<file path="src/rtl/lcdp_pkg.sv">
package lcdp_pkg;
    localparam int DATA_W     = 16;
    localparam int REG_W      = 32;
    localparam int ADDR_W     = 3;
    localparam int NUM_PANELS = 2;

    localparam logic [ADDR_W-1:0] A_WWORD = 3'd0;
    localparam logic [ADDR_W-1:0] A_WTRIG = 3'd1;
    localparam logic [ADDR_W-1:0] A_RWORD = 3'd2;
    localparam logic [ADDR_W-1:0] A_RTRIG = 3'd3;
    localparam logic [ADDR_W-1:0] A_STAT  = 3'd4;
    localparam logic [ADDR_W-1:0] A_TIME  = 3'd5;

    localparam int B_RS     = 24;
    localparam int B_GO     = 0;
    localparam int B_PANEL  = 1;
    localparam int B_BUSY   = 1;
    localparam int B_ERR    = 2;

    typedef enum logic [1:0] {
        PH_IDLE,
        PH_SETUP,
        PH_STROBE,
        PH_HOLD
    } phase_t;

    typedef struct packed {
        logic              is_read;
        logic              panel;
        logic              rs;
        logic [DATA_W-1:0] data;
    } xfer_t;
endpackage

</file>
<file path="src/rtl/lcdp_regs.sv">
module lcdp_regs
    import lcdp_pkg::*;
#(
    parameter int CNT_W = 8
) (
    input  logic              clk,
    input  logic              rst_n,
    input  logic [ADDR_W-1:0] host_addr,
    input  logic              host_wr,
    input  logic [REG_W-1:0]  host_wdata,
    output logic [REG_W-1:0]  host_rdata,
    input  logic              busy,
    input  logic [DATA_W-1:0] rd_result,
    output logic              start,
    output xfer_t             start_xfer,
    output logic [CNT_W-1:0]  t_setup,
    output logic [CNT_W-1:0]  t_active,
    output logic [CNT_W-1:0]  t_hold,
    output logic              err_flag,
    output logic              trig_any
);
    localparam int TIME_USED = 3 * CNT_W;

    logic [REG_W-1:0] wword_q;
    logic [REG_W-1:0] rword_q;
    logic             err_q;
    logic             trig_w;
    logic             trig_r;

    assign trig_w   = host_wr && (host_addr == A_WTRIG) && host_wdata[B_GO];
    assign trig_r   = host_wr && (host_addr == A_RTRIG) && host_wdata[B_GO];
    assign trig_any = trig_w || trig_r;
    assign start    = trig_any && !busy;
    assign err_flag = err_q;

    always_comb begin
        start_xfer.is_read = trig_r;
        start_xfer.panel   = host_wdata[B_PANEL];
        start_xfer.rs      = trig_r ? rword_q[B_RS] : wword_q[B_RS];
        start_xfer.data    = wword_q[DATA_W-1:0];
    end

    always_ff @(posedge clk or negedge rst_n) begin
        if (!rst_n) begin
            wword_q  <= '0;
            rword_q  <= '0;
            t_setup  <= CNT_W'(1);
            t_active <= CNT_W'(2);
            t_hold   <= CNT_W'(1);
        end else if (host_wr) begin
            unique case (host_addr)
                A_WWORD: wword_q <= host_wdata;
                A_RWORD: rword_q <= host_wdata;
                A_TIME: begin
                    t_setup  <= host_wdata[CNT_W-1:0];
                    t_active <= host_wdata[2*CNT_W-1:CNT_W];
                    t_hold   <= host_wdata[3*CNT_W-1:2*CNT_W];
                end
                default: ;
            endcase
        end
    end

    always_ff @(posedge clk or negedge rst_n) begin
        if (!rst_n) begin
            err_q <= 1'b0;
        end else if (trig_any && busy) begin
            err_q <= 1'b1;
        end else if (host_wr && (host_addr == A_STAT) && host_wdata[B_ERR]) begin
            err_q <= 1'b0;
        end
    end

    always_comb begin
        host_rdata = '0;
        unique case (host_addr)
            A_WWORD: host_rdata = wword_q;
            A_RWORD: host_rdata[DATA_W-1:0] = rd_result;
            A_STAT: begin
                host_rdata[B_BUSY] = busy;
                host_rdata[B_ERR]  = err_q;
            end
            A_TIME:  host_rdata[TIME_USED-1:0] = {t_hold, t_active, t_setup};
            default: host_rdata = '0;
        endcase
    end
endmodule

</file>
<file path="src/rtl/lcdp_seq.sv">
module lcdp_seq
    import lcdp_pkg::*;
#(
    parameter int CNT_W = 8
) (
    input  logic                  clk,
    input  logic                  rst_n,
    input  logic                  start,
    input  xfer_t                 start_xfer,
    input  logic [CNT_W-1:0]      t_setup,
    input  logic [CNT_W-1:0]      t_active,
    input  logic [CNT_W-1:0]      t_hold,
    input  logic [DATA_W-1:0]     pd_in,
    output logic                  busy,
    output logic [NUM_PANELS-1:0] cs_n,
    output logic                  rs,
    output logic                  wr_n,
    output logic                  rd_n,
    output logic [DATA_W-1:0]     pd_out,
    output logic                  pd_oe,
    output logic [DATA_W-1:0]     rd_result
);
    phase_t           state_q;
    phase_t           state_d;
    xfer_t            cur_q;
    logic [CNT_W-1:0] cnt_q;
    logic [CNT_W-1:0] act_q;
    logic [CNT_W-1:0] hold_q;
    logic             last;

    function automatic logic [CNT_W-1:0] width_m1(input logic [CNT_W-1:0] w);
        return (w == '0) ? '0 : w - CNT_W'(1);
    endfunction

    assign last = (cnt_q == '0);

    always_comb begin
        state_d = state_q;
        unique case (state_q)
            PH_IDLE:   if (start) state_d = PH_SETUP;
            PH_SETUP:  if (last)  state_d = PH_STROBE;
            PH_STROBE: if (last)  state_d = PH_HOLD;
            PH_HOLD:   if (last)  state_d = PH_IDLE;
            default:              state_d = PH_IDLE;
        endcase
    end

    always_ff @(posedge clk or negedge rst_n) begin
        if (!rst_n) begin
            state_q   <= PH_IDLE;
            cur_q     <= '0;
            cnt_q     <= '0;
            act_q     <= '0;
            hold_q    <= '0;
            rd_result <= '0;
        end else begin
            state_q <= state_d;
            unique case (state_q)
                PH_IDLE: if (start) begin
                    cur_q  <= start_xfer;
                    cnt_q  <= width_m1(t_setup);
                    act_q  <= width_m1(t_active);
                    hold_q <= width_m1(t_hold);
                end
                PH_SETUP: cnt_q <= last ? act_q : cnt_q - CNT_W'(1);
                PH_STROBE: begin
                    cnt_q <= last ? hold_q : cnt_q - CNT_W'(1);
                    if (last && cur_q.is_read) rd_result <= pd_in;
                end
                PH_HOLD: cnt_q <= last ? '0 : cnt_q - CNT_W'(1);
                default: cnt_q <= '0;
            endcase
        end
    end

    logic active;
    assign active = (state_q != PH_IDLE);

    genvar g;
    generate
        for (g = 0; g < NUM_PANELS; g++) begin : g_cs
            assign cs_n[g] = !(active && (int'(cur_q.panel) == g));
        end
    endgenerate

    always_comb begin
        busy   = active;
        rs     = active ? cur_q.rs : 1'b0;
        wr_n   = !((state_q == PH_STROBE) && !cur_q.is_read);
        rd_n   = !((state_q == PH_STROBE) && cur_q.is_read);
        pd_oe  = active && !cur_q.is_read;
        pd_out = pd_oe ? cur_q.data : '0;
    end
endmodule

</file>
<file path="src/rtl/lcdp_host_port.sv">
module lcdp_host_port
    import lcdp_pkg::*;
#(
    parameter int CNT_W = 8
) (
    input  logic                  clk,
    input  logic                  rst_n,
    input  logic [ADDR_W-1:0]     host_addr,
    input  logic                  host_wr,
    input  logic [REG_W-1:0]      host_wdata,
    output logic [REG_W-1:0]      host_rdata,
    output logic [NUM_PANELS-1:0] pnl_cs_n,
    output logic                  pnl_rs,
    output logic                  pnl_wr_n,
    output logic                  pnl_rd_n,
    output logic [DATA_W-1:0]     pnl_d_out,
    output logic                  pnl_d_oe,
    input  logic [DATA_W-1:0]     pnl_d_in
);
    logic              busy;
    logic              start;
    xfer_t             start_xfer;
    logic [CNT_W-1:0]  t_setup;
    logic [CNT_W-1:0]  t_active;
    logic [CNT_W-1:0]  t_hold;
    logic [DATA_W-1:0] rd_result;
    logic              err_flag;
    logic              trig_any;

    lcdp_regs #(.CNT_W(CNT_W)) regs_i (
        .clk        (clk),
        .rst_n      (rst_n),
        .host_addr  (host_addr),
        .host_wr    (host_wr),
        .host_wdata (host_wdata),
        .host_rdata (host_rdata),
        .busy       (busy),
        .rd_result  (rd_result),
        .start      (start),
        .start_xfer (start_xfer),
        .t_setup    (t_setup),
        .t_active   (t_active),
        .t_hold     (t_hold),
        .err_flag   (err_flag),
        .trig_any   (trig_any)
    );

    lcdp_seq #(.CNT_W(CNT_W)) seq_i (
        .clk        (clk),
        .rst_n      (rst_n),
        .start      (start),
        .start_xfer (start_xfer),
        .t_setup    (t_setup),
        .t_active   (t_active),
        .t_hold     (t_hold),
        .pd_in      (pnl_d_in),
        .busy       (busy),
        .cs_n       (pnl_cs_n),
        .rs         (pnl_rs),
        .wr_n       (pnl_wr_n),
        .rd_n       (pnl_rd_n),
        .pd_out     (pnl_d_out),
        .pd_oe      (pnl_d_oe),
        .rd_result  (rd_result)
    );
endmodule

</file>
<file path="config.mk">
export PLATFORM = sky130hd
export DESIGN_NAME = lcdp_host_port
export DESIGN_NICKNAME = d
export VERILOG_FILES = /design/src/rtl/lcdp_pkg.sv /design/src/rtl/lcdp_regs.sv /design/src/rtl/lcdp_seq.sv /design/src/rtl/lcdp_host_port.sv
export SDC_FILE = /design/constraint.sdc
export NUM_CORES = 1
export LEC_CHECK = 0
export CAP_MARGIN = 5
export CORE_MARGIN = 5
export CORE_UTILIZATION = 45
export DETAILED_ROUTE_END_ITERATION = 6
export GPL_TIMING_DRIVEN = 1
export PLACE_DENSITY = 0.66
export SLEW_MARGIN = 40
export SYNTH_ARGS = -nofsm -noshare
export SYNTH_HDL_FRONTEND = slang
export SYNTH_SLANG_ARGS = --single-unit
</file>
<file path="constraint.sdc">
create_clock -name clk -period 3.3 [get_ports clk]
set_clock_uncertainty 0.05 [all_clocks]
set_input_delay 0.33 -clock clk [delete_from_list [all_inputs] [get_ports clk]]
set_output_delay 0.33 -clock clk [all_outputs]
set_load 0.05 [all_outputs]
</file>
# After elaboration in Yosys (flattened, before gate mapping)
# Cells that the tools add are included.
dict set report op_classes {
  addsub 4
  multipliers 0
  shifts 0
  div_mod_pow 0
  bitwise 1
  magnitude_cmp 0
  reduce_logical 35
  muxes 23
  eq_ne 12
}
# cell n
set op_table {}
lappend op_table {{$mux W8} 8}
lappend op_table {{$pmux W13 S3} 1}
lappend op_table {{$logic_not A8 Y1} 4}
lappend op_table {{$pmux W8 S4} 1}
lappend op_table {{$sub A8 B1 Y8 const B} 4}
lappend op_table {{$mux W16} 1}
lappend op_table {{$pmux W2 S4} 2}
lappend op_table {{$pmux W8 S2} 1}
lappend op_table {{$logic_and A1 B1 Y1} 14}
lappend op_table {{$reduce_and A2 Y1} 5}
lappend op_table {{$mux W2} 4}
lappend op_table {{$eq A3 B2 Y1 const B} 2}
lappend op_table {{$eq A3 B3 Y1 const B} 2}
lappend op_table {{$logic_not A1 Y1} 6}
lappend op_table {{$ne A2 B1 Y1 const B} 3}
lappend op_table {{$eq A2 B2 Y1 const B} 2}
lappend op_table {{$mux W1} 4}
lappend op_table {{$reduce_and A4 Y1} 1}
lappend op_table {{$reduce_bool A2 Y1} 2}
lappend op_table {{$eq A3 B1 Y1 const B} 1}
lappend op_table {{$logic_not A3 Y1} 1}
lappend op_table {{$pmux W1 S3} 1}
lappend op_table {{$eq A2 B1 Y1 const B} 1}
lappend op_table {{$logic_not A2 Y1} 1}
lappend op_table {{other kinds (3)} 3}
dict set report totals {
  regBits 143
  romBits 0
  ramBits 0
  elab_cells 90
  output_inout_bits 54
  inputBits 54
  n_memories 0
  latch_bits 0
}

# Logic depth before layout (Yosys ltp)
dict set report depth {
  word_depth 7
  ltp_mapped 9
  ltp_nobuf 7
}

# Modules after synthesis
# Synthesis repeated with hierarchy kept, for this count alone.
dict set report unflattened {
  cells_unflattened 548
  area_unflattened_um2 6238.5
}
# mod cells_per_inst seq_area_each_um2 n_inst area_per_inst_um2
set modules_own_cells {}
lappend modules_own_cells {lcdp_seq 312 1526.5 1 3345.7}
lappend modules_own_cells {lcdp_regs 236 1455.1 1 2892.8}

# Worst setup path before layout
# No wires, ideal clock.
dict set report synth_timing {
  path_kind {register to output}
  from {register seq_i.state_q[0]}
  to {output port pnl_d_out[10]}
  required_ns 2.920
  arrival_ns 2.150
  path_stages_with_launch 7
  n_path_buf 2
  setup_slack_ns 0.770
  cell_sequence {dfrtp_1 -> inv_1 -> ha_1 -> clkbuf_1 -> nor2_1 -> clkbuf_1 -> and2_1}
}
dict set report synth_via {
  elab_chain_cells 3
}
# item line_no
set synth_rtl {}
lappend synth_rtl {{start, declared} lcdp_seq.sv:23} ;# phase_t state_q;
lappend synth_rtl {{start signal, assigned} lcdp_seq.sv:57} ;# state_q <= state_d;
lappend synth_rtl {{$reduce_bool A2 Y1} lcdp_seq.sv:77} ;# assign active = (state_q != PH_IDLE);
lappend synth_rtl {{$logic_and A1 B1 Y1} lcdp_seq.sv:91} ;# pd_oe = active && !cur_q.is_read;
lappend synth_rtl {{named net pnl_d_oe} lcdp_host_port.sv:17} ;# output logic pnl_d_oe,
lappend synth_rtl {{$mux W16} lcdp_seq.sv:92} ;# pd_out = pd_oe ? cur_q.data : '0;
lappend synth_rtl {{end, declared} lcdp_host_port.sv:16} ;# output logic [DATA_W-1:0] pnl_d_out,
# The timed path passes the listed nets, and every way through them passes these cells.

# Worst setup path after layout
dict set report layout_timing {
  from {register seq_i.state_q[0]}
  to {output port pnl_d_oe}
}
dict set report layout_via {
  elab_chain_cells 2
}
# item line_no
set layout_rtl {}
lappend layout_rtl {{$reduce_bool A2 Y1} lcdp_seq.sv:77}
lappend layout_rtl {{$logic_and A1 B1 Y1} lcdp_seq.sv:91}
lappend layout_rtl {{end, declared} lcdp_host_port.sv:17}
# Every way passes these cells.

==> impl_metrics.py <==
metrics = {
    "clock_tree": {
        "post-cts-setup-buffer-count": 0,
        "clkTransAtPathRegs_ps": 50,
        "cts.sinks": 119,
        "post_cts_resized": 0,
        "clk_path_buf_depth": 2,
        "root_buffer": "clkbuf_16",
        "cts.htree.levels": 4,
        "cts_buffers": 17,
        "clkLatencyLatePin_ps": 430,
        "cts_tree": "done",
    },
    "global_routing": {
        "grt_usage": 0.196,
        "gr-total-overflow": 0,
        "grt_start_max_net_pins": 64,
        "grt_pass1_wl_um": 25200,
        "antenna_found_initial": 0,
        "grt_pass1_vias": 4808,
    },
    "die": {
        "io_pins": 108,
        "die_width_um": 128,
        "rows": 43,
        "core_area_um2": 13800,
        "die_h_um": 128,
        "dieArea_um2": 16400,
        "initial_core_util": 0.455,
    },
    "synthesis": {
        "yosys_warnings": 0,
        "async_flop_share": 1.00,
        "ys_types": 52,
        "synthFlopType": "dfrtp_1",
        "synth_edf_count": 0,
        "syn_inst": 564,
        "seq_area_frac_synth": 0.475,
        "syn_area_per_cell_um2": 11.1,
        "syn_area_um2": 6270,
        "synth_nets": 628,
        "synth-seq-cells": 119,
    },
    "cells_and_area": {
        "drive_gt1_frac": 0.263,
        "final_common_cell": "dfrtp_1",
        "nFillCells": 1148,
        "fin_cells": 868,
        "antenna_cells": 0,
        "regArea_um2": 2980,
        "layout_common_cells": "dfrtp_1 (116), nand2_1 (96), clkdlybuf4s50_1 (59)",
        "synthToLayoutAreaGrowth_pct": 29.4,
        "multi_input_area_um2": 3000,
        "nNetsFinal": 739,
    },
    "setup_path": {
        "cp_max_fo": 10,
        "reg2reg_depth": 6,
        "crit_arrival_ps": 2570,
        "critPathKind": "flop to output port",
        "crit_slowest_cell": "clkdlybuf4s50_1",
        "critical_path.max_stage_delay_ps": 860,
        "critPathTopFamily": "buffers and inverters",
        "critical_path_required_ps": 2920,
        "worstSetupPathDepth": 5,
        "crit_chain": "inv_1 > ha_1 > buf_4 > nor2_1 > clkdlybuf4s50_1",
        "cp-startpoint": "seq_i.state_q[0]$_DFFE_PN0P_",
        "r2r-end": "seq_i.rd_result[5]$_DFFE_PN0P_",
        "endpoint": "pnl_d_oe",
        "cp.buffers_inverters": 3,
        "r2r-start": "seq_i.cnt_q[0]$_DFFE_PN0N_",
        "cp-end-kind": "output port",
        "worstSetupStartpointType": "flop",
        "r2r_slack_ps": 1000,
    },
    "place": {
        "gp_congestion": 0.824,
        "io_buffers": 107,
        "dp_hpwl_um": 11200,
        "dp.cells": 835,
    },
    "route": {
        "drt_iter0_markers": 329,
        "wl_um": 15700,
        "vias": 4634,
        "wl_per_cell_um": 18.1,
        "drt_pass1_iterations": 5,
        "viasPerCell": 5.34,
        "detail-route-antenna-nets": 0,
        "drc_errors": 0,
    },
    "sta": {
        "max-slew-margin-rel": 0.576,
        "fin_setup_tns_ps": 0,
        "hold_violations": 0,
        "tightest_slew_ps": 631,
        "finalSetupViolCount": 0,
        "rsz0062_at_grt": "false",
        "period_share": 0.893,
        "drv_slew": 0,
        "post-route-min-period_ps": 2950,
        "fmax_mhz": 339,
    },
    "pwr": {
        "ir_worst_vdd_v": 0.000381,
        "power_density_nw_per_um2": 847,
        "p_leak_nw": 3.75,
    },
    "worst_hold_path": {
        "hold_class": "primary input to flop",
    },
    "outcome": {
        "status": "completed",
    },
    "job": {
        "drv_cap": 0,
    },
}
[per-layer routing]
metal	global-route usage	part of all wire	vias up
li1	-	-	2181
met1	0.260	0.45	2313
met2	0.320	0.49	120
met3	0.0421	0.047	20
met4	0.0649	0.016	0
met5	0	0	-
[flip-flops by register name, summed over array words and instances (netlist names)]
register,flops
regs_i.wword_q,32
seq_i.cur_q,19
seq_i.rd_result,16
regs_i.t_active,8
regs_i.t_hold,8
regs_i.t_setup,8
seq_i.act_q,8
seq_i.cnt_q,8
seq_i.hold_q,8
seq_i.state_q,2
regs_i.err_flag,1
regs_i.rword_q,1
[area by class of cell]
type                       count  share of cell area
sequential                   119               0.367
timing repair buffer         123               0.156
clock buffer                  24              0.0581
inverter                      13             0.00601
clock inverter                 8              0.0153
multi-input combinational    401               0.370
tap                          180              0.0277
[per-stage QoR]
| stage | setup WS, ps | utilization | total power [mW] | hold WS, ps | instance area [µm²] |
|---|---|---|---|---|---|
| 2_1_floorplan | 770 | - | 4.16 | -15.6 | 6270 |
| 3_3_place_gp | 628 | 0.545 | 4.96 | 401 | 7510 |
| 3_5_place_dp | 601 | 0.545 | 5.02 | 406 | 7510 |
| 4_1_cts | 316 | 0.589 | 6.92 | 313 | 8110 |
| 5_1_grt | 242 | 0.589 | 7.24 | 355 | 8120 |
| 6_report | 352 | 0.589 | 6.87 | 333 | 8120 |
[tightest hold or removal path, stage by stage]
cell and delay, ps:
buf_2 260, nand2_1 110, nand2_1 40
[logic make-up after synthesis]
logic type      Yosys count  share of synthesized area
xor+xnor                 16                     0.0223
mux                      95                      0.196
buf+inv                  44                     0.0457
compound gates           84                     0.0836
simple gates            196                      0.157
fa+ha+maj                10                     0.0200
flops                   119                      0.475
[synthesized netlist by cell type, types with 3 or more instances]
master	instances	area [µm²]
a22oi_1	11	82.6
nand3_1	4	20.0
clkbuf_1	13	48.8
inv_1	13	48.8
mux2i_1	21	210
nor3b_1	4	30.0
and2_1	25	156
buf_12	3	60.1
buf_6	9	101
mux2_2	24	270
nand2_1	96	360
dfrtp_1	116	2900
o21ai_0	33	165
a31oi_1	3	18.8
ha_1	10	125
nand2b_1	3	18.8
buf_2	4	20.0
a21oi_1	16	80.1
mux2_4	50	751
nor2_1	22	82.6
a22o_1	7	61.3
xnor2_1	10	87.6
nor3_1	13	65.1
nor2b_1	6	37.5
xor2_1	6	52.6
dfstp_2	3	78.8
nand4_1	3	18.8
[power breakdown]
| part | switching [mW] | total [mW] | leakage (nW) | internal, mW |
|---|---|---|---|---|
| Sequential | 0.416 | 2.39 | 1.46 | 1.98 |
| Clock | 0.650 | 1.87 | 0.284 | 1.22 |
| Combinational | 1.45 | 2.60 | 2.01 | 1.15 |
[worst min-delay path by stage]
stage,start,to,cells past startpoint
finish,host_addr[1],seq_i.cur_q[18]$_DFFE_PN0P_,3
global route,host_addr[1],seq_i.cur_q[18]$_DFFE_PN0P_,3
CTS,host_addr[1],seq_i.cur_q[18]$_DFFE_PN0P_,3
detailed placement,seq_i.cur_q[2]$_DFFE_PN0P_,seq_i.cur_q[2]$_DFFE_PN0P_,2
global placement,seq_i.cur_q[1]$_DFFE_PN0P_,seq_i.cur_q[1]$_DFFE_PN0P_,2
floorplan,rst_n,regs_i.err_flag$_DFFE_PN0P_,0
[repair_timing]
action | in CTS | in global routing
setup endpoints to repair | 0 | 0
hold buffers | 1 | 0
hold endpoints to repair | 36 | 0
(Power assumes the default switching activity.)
